==> src/rtl/sdq_pkg.sv <==
package sdq_pkg;
  localparam int unsigned N_SRC = 9;

  // Bit positions of the exemption causes
  localparam int unsigned SRC_HR_TS      = 0;
  localparam int unsigned SRC_UP_DOWN    = 1;
  localparam int unsigned SRC_UP_SBR     = 2;
  localparam int unsigned SRC_DN_SBR     = 3;
  localparam int unsigned SRC_PART_DIS   = 4;
  localparam int unsigned SRC_PORT_DIS   = 5;
  localparam int unsigned SRC_MODE_RTRN  = 6;
  localparam int unsigned SRC_SW_RTRN    = 7;
  localparam int unsigned SRC_CLK_MODE   = 8;

  // Sticky status update: a set wins against a clear
  function automatic logic sts_next(input logic cur, input logic set, input logic clr);
    return set | (cur & ~clr);
  endfunction

  // A report is sent only on a 0-to-1 status change with the mask low
  function automatic logic rpt_fire(input logic cur, input logic set, input logic mask);
    return set & ~cur & ~mask;
  endfunction
endpackage

==> src/rtl/sdq_link_edge.sv <==
module sdq_link_edge (
  input  logic clk_i,
  input  logic rst_ni,
  input  logic link_up_i,
  output logic fall_o,
  output logic rise_o
);
  logic link_q;

  always_ff @(posedge clk_i or negedge rst_ni) begin
    if (!rst_ni) link_q <= 1'b0;
    else         link_q <= link_up_i;
  end

  assign fall_o = link_q & ~link_up_i;
  assign rise_o = ~link_q & link_up_i;
endmodule

==> src/rtl/sdq_exempt_slot.sv <==
module sdq_exempt_slot #(
  parameter int unsigned WIN_W = 8
) (
  input  logic             clk_i,
  input  logic             rst_ni,
  input  logic             cause_i,
  input  logic             link_up_i,
  input  logic             rise_i,
  input  logic [WIN_W-1:0] win_i,
  output logic             flag_o,
  output logic             cover_o
);
  logic             flag_q;
  logic [WIN_W-1:0] cnt_q;

  // A slot covers a drop in the cycle of its cause or while its count is nonzero
  function automatic logic slot_covers(input logic cause, input logic flag,
                                       input logic [WIN_W-1:0] cnt);
    return cause | (flag & (cnt != '0));
  endfunction

  always_ff @(posedge clk_i or negedge rst_ni) begin
    if (!rst_ni) begin
      flag_q <= 1'b0;
      cnt_q  <= '0;
    end else if (cause_i) begin
      flag_q <= 1'b1;
      cnt_q  <= win_i;
    end else if (flag_q) begin
      if (rise_i) begin
        flag_q <= 1'b0;
        cnt_q  <= '0;
      end else if (link_up_i) begin
        if (cnt_q == '0) flag_q <= 1'b0;
        else             cnt_q  <= cnt_q - 1'b1;
      end
      // link down: hold the flag until the link returns
    end
  end

  assign flag_o  = flag_q;
  assign cover_o = slot_covers(cause_i, flag_q, cnt_q);
endmodule

==> src/rtl/sdq_status.sv <==
module sdq_status
  import sdq_pkg::*;
(
  input  logic clk_i,
  input  logic rst_ni,
  input  logic set_i,
  input  logic clr_i,
  input  logic mask_i,
  input  logic sev_i,
  output logic status_o,
  output logic rpt_o,
  output logic rpt_sev_o
);
  logic sts_q, rpt_q, sev_q;
  logic fire_w;

  assign fire_w = rpt_fire(sts_q, set_i, mask_i);

  always_ff @(posedge clk_i or negedge rst_ni) begin
    if (!rst_ni) begin
      sts_q <= 1'b0;
      rpt_q <= 1'b0;
      sev_q <= 1'b0;
    end else begin
      sts_q <= sts_next(sts_q, set_i, clr_i);
      rpt_q <= fire_w;
      sev_q <= fire_w & sev_i;
    end
  end

  assign status_o  = sts_q;
  assign rpt_o     = rpt_q;
  assign rpt_sev_o = sev_q;
endmodule

==> src/rtl/sdq_surprise_down_qual.sv <==
module sdq_surprise_down_qual
  import sdq_pkg::*;
#(
  parameter int unsigned WIN_W = 8
) (
  input  logic             clk_i,
  input  logic             rst_ni,
  input  logic             link_up_i,
  input  logic [N_SRC-1:0] exempt_i,
  input  logic [WIN_W-1:0] win_i,
  input  logic             clr_i,
  input  logic             mask_i,
  input  logic             sev_i,
  output logic             status_o,
  output logic             rpt_o,
  output logic             rpt_sev_o
);
  // Named internal events, used by the checker
  logic             fall_w;
  logic             rise_w;
  logic [N_SRC-1:0] flag_w;
  logic [N_SRC-1:0] cover_w;
  logic             exempt_any_w;
  logic             sd_evt_w;

  sdq_link_edge u_edge (
    .clk_i     (clk_i),
    .rst_ni    (rst_ni),
    .link_up_i (link_up_i),
    .fall_o    (fall_w),
    .rise_o    (rise_w)
  );

  for (genvar g = 0; g < N_SRC; g++) begin : g_slot
    sdq_exempt_slot #(.WIN_W(WIN_W)) u_slot (
      .clk_i     (clk_i),
      .rst_ni    (rst_ni),
      .cause_i   (exempt_i[g]),
      .link_up_i (link_up_i),
      .rise_i    (rise_w),
      .win_i     (win_i),
      .flag_o    (flag_w[g]),
      .cover_o   (cover_w[g])
    );
  end

  assign exempt_any_w = |cover_w;
  assign sd_evt_w     = fall_w & ~exempt_any_w;

  sdq_status u_status (
    .clk_i     (clk_i),
    .rst_ni    (rst_ni),
    .set_i     (sd_evt_w),
    .clr_i     (clr_i),
    .mask_i    (mask_i),
    .sev_i     (sev_i),
    .status_o  (status_o),
    .rpt_o     (rpt_o),
    .rpt_sev_o (rpt_sev_o)
  );
endmodule

==> config.mk <==
export PLATFORM = sky130hd
export DESIGN_NAME = sdq_surprise_down_qual
export DESIGN_NICKNAME = d
export VERILOG_FILES = /design/src/rtl/sdq_pkg.sv /design/src/rtl/sdq_link_edge.sv /design/src/rtl/sdq_exempt_slot.sv /design/src/rtl/sdq_status.sv /design/src/rtl/sdq_surprise_down_qual.sv
export SDC_FILE = /design/constraint.sdc
export NUM_CORES = 1
export LEC_CHECK = 0
export ABC_AREA = 1
export CORE_AREA = 2 2 135 150
export DETAILED_ROUTE_END_ITERATION = 16
export DIE_AREA = 0 0 137 152
export GPL_TIMING_DRIVEN = 0
export PLACE_DENSITY = 0.54
export SKIP_LAST_GASP = 1
export SLEW_MARGIN = 15
export SYNTH_ARGS = -nofsm -noshare
export SYNTH_HDL_FRONTEND = slang
export SYNTH_HIERARCHICAL = 1
export SYNTH_SLANG_ARGS = --single-unit
==> constraint.sdc <==
create_clock -name clk_i -period 3.17 [get_ports clk_i]
set_input_delay 0.4755 -clock clk_i [delete_from_list [all_inputs] [get_ports clk_i]]
set_output_delay 0.4755 -clock clk_i [all_outputs]
set_load 0.05 [all_outputs]
==> results.toml <==
[logic_synthesis]
async_reset_ff_frac = 1.00
yosys_warnings = 6
avgSynthCellArea_um2 = 6.85
syn-num-nets = 983
syn_area_um2 = 6450
yosys.area_share.simple = 0.424
synth_fa_ha_area_frac = 0.0349
synthXorXnorAreaFrac = 0.0109
netlist.area_leader.share = 0.330
yosysTopAreaCell = "dfrtp_1"
synth-seq-cells = 85
ys_seq_area_frac = 0.330
synth_compound_area_frac = 0.0977
yosysUniqueCellTypes = 31
synthMuxAreaShare = 0
synth_top_family_by_area = "simple AND/OR/NAND/NOR gates"
synth_area_leaders = "dfrtp_1 33%, nand2_1 21%, inv_1 7.3%, nand3_1 6.0%, o21ai_0 3.7%"
ys.flop_type = "dfrtp_1"
synth_edf_count = 0
synthCells = 942

[sta]
tns_ps = 0
tightest_slew_ps = 898
hold_viol = 0
setup_slack_ps = 450
fin_skew_ps = 6.23
grt_setup_unrepaired = "false"
relSlewSlack = 0.399
fmax_ghz = 0.368
setup_viol = 0
min_period_ps = 2720
min_period_over_period = 0.858
drv_slew = 0

[power]
power_leakage_nw = 3.84
p_total_mw = 4.17
p_per_area_nw_per_um2 = 567
vdd_drop_max_v = 0.000230

[job]
max-cap-violations = 0

[cts]
clk_latency_ps = 340
cts-resized-gates = 0
cts_inserted_buffers = 9
cts.clk_slew.worst_paths_ps = 60
holdBufCountCts = 0
cts_tree = "done"
cts_htree_levels = 3
clock_path_buffers = 2
post_cts_buffers = 0
root_buffer = "clkbuf_16"
cts_sinks = 85

[route]
vias = 5703
wl_per_cell_um = 13.2
dr.pass1.iters = 4
drtAntennaViolNets = 0
drt_iter0_drc = 351
routed_wl_mm = 16.2
viasPerCell = 4.64
drc = 0

[grt]
grt_pass1_wl_mm = 27.7
grt_pass1_vias = 5464
antenna_found_initial = 0
grt-ovfl-total = 0
grtUsageTotal = 0.167
grt_max_degree = 44

[floorplan]
die_w_um = 137
placeableCoreArea_um2 = 19500
start_util = 0.332
row_count = 54
ios = 26
die_area_um2 = 20800
die_h_um = 152

[placed_design]
dp_hpwl_mm = 11.0
post_dp_cell_area_um2 = 7010
dp_slack_ps = 61.2
numPortBuffers = 19
gp_congestion = 0.785

[layout]
drive_gt1_frac = 0.141
fin_util = 0.378
n_antenna_cell = 0
nFillCells = 2103
fin_nets = 1015
area_growth_pct = 14.0
final_area_um2 = 7360

[run_status]
status = "finished clean"

[setup_path]
critical_path_class = "primary input to flop"
startpoint_type = "primary input"
cp-end-kind = "flop"
reg2reg_slack_ps = 1260
crit_fanout = 14
worstPathRequired_ps = 3450
worstPathArrival_ps = 3000

[hold_path]
hp-class = "primary input to asynchronous set/reset pin"
-- through the flow --
stage,hold slack [ps],cells
CTS,154,1230
floorplan,180,942
global route,190,1230
global placement,477,1213
finish,134,1230
detailed placement,484,1215
-- registers in the layout, indices dropped and copies added (netlist names) --
signal                count
g_slot.u_slot/cnt_q      72
g_slot.u_slot/flag_o      9
u_edge/link_q             1
u_status/rpt_o            1
u_status/rpt_sev_o        1
u_status/status_o         1
-- power by group --
group / leakage (nW) / total [mW] / switching (mW) / internal (mW)
clock network: 0.172 / 1.24 / 0.436 / 0.808
registers: 1.04 / 1.53 / 0.239 / 1.29
logic: 2.63 / 1.40 / 0.884 / 0.514
total: 3.84 / 4.17 / 1.56 / 2.61
-- cells in the final DEF (no fill, tap or decap), drive strengths merged --
cell / instances
o21bai: 3
xnor2: 8
a22oi: 7
ha: 18
nor2: 86
a21oi: 16
nor3: 1
clkbuf: 11
o21ai: 80
dfrtp: 85
nand2: 377
inv: 142
clkdlybuf4s50: 18
buf: 14
bufinv: 3
nand4: 4
clkinv: 1
nand3: 101
nand3b: 3
-- cell usage after synthesis (8+ instances only) --
master and number:
ha_1 18, nor2_1 62, buf_6 8, a21oi_1 14
o21ai_1 14, nor2_2 14, nand2_1 356, xnor2_1 8
o21ai_2 18, inv_2 10, nand3_4 9, nand3_2 15
nand3_1 77, o21ai_0 48, dfrtp_1 85, inv_1 125
nand2_2 19
-- kinds of logic (layout without fill, tap and decap cells) --
logic type / after synthesis / count (layout)
adders and majority gates: 18 / 18
buffers and inverters: 153 / 189
DFF: 85 / 85
xor gates and xnor gates: 8 / 8
and+or+nand+nor: 572 / 572
AOI/OAI and AO/OA: 106 / 106
-- final timing paths --
check	startpoint	endpoint	cells past startpoint
min in group clk_i	exempt_i[3]	g_slot[3].u_slot/flag_o$_DFF_PN0_	3
hold / removal	rst_ni	g_slot[4].u_slot/cnt_q[3]$_DFFE_PN0P_	1
setup reg to reg	g_slot[0].u_slot/cnt_q[0]$_DFFE_PN0P_	u_status/rpt_sev_o$_DFF_PN0_	12
setup / recovery	link_up_i	g_slot[5].u_slot/cnt_q[5]$_DFFE_PN0P_	10
hold reg to reg	g_slot[3].u_slot/cnt_q[0]$_DFFE_PN0P_	g_slot[3].u_slot/cnt_q[0]$_DFFE_PN0P_	2
max in group asynchronous	rst_ni	g_slot[6].u_slot/cnt_q[6]$_DFFE_PN0P_	2
-- per-layer routing --
layer	track usage	vias to the layer above	share of wire	routed length, um
li1	-	3012	-	-
met1	0.237	2613	0.49	7960
met2	0.264	62	0.46	7450
met4	0.0535	0	0.016	263
met3	0.0177	16	0.031	507
met5	0	-	0	0
-- final cells by class --
type	count	area [um^2]	area share
clock buffer	11	253	0.0343
buffer	11	108	0.0146
multi-input combinational	704	3670	0.499
inverter	142	553	0.0752
tap	252	315	0.0428
timing repair buffer	21	235	0.0320
clock inverter	4	95.1	0.0129
sequential	85	2130	0.289
-- critical path, cell delays in order --
cell and delay [ps]:
clkdlybuf4s50_1 980, inv_1 170, nor2_4 500, buf_12 260, inv_1 80, nand3_2 80
nand3_4 160, inv_4 140, nand2_1 70, nand2_1 50
Power figures use the tool's default switching activity.
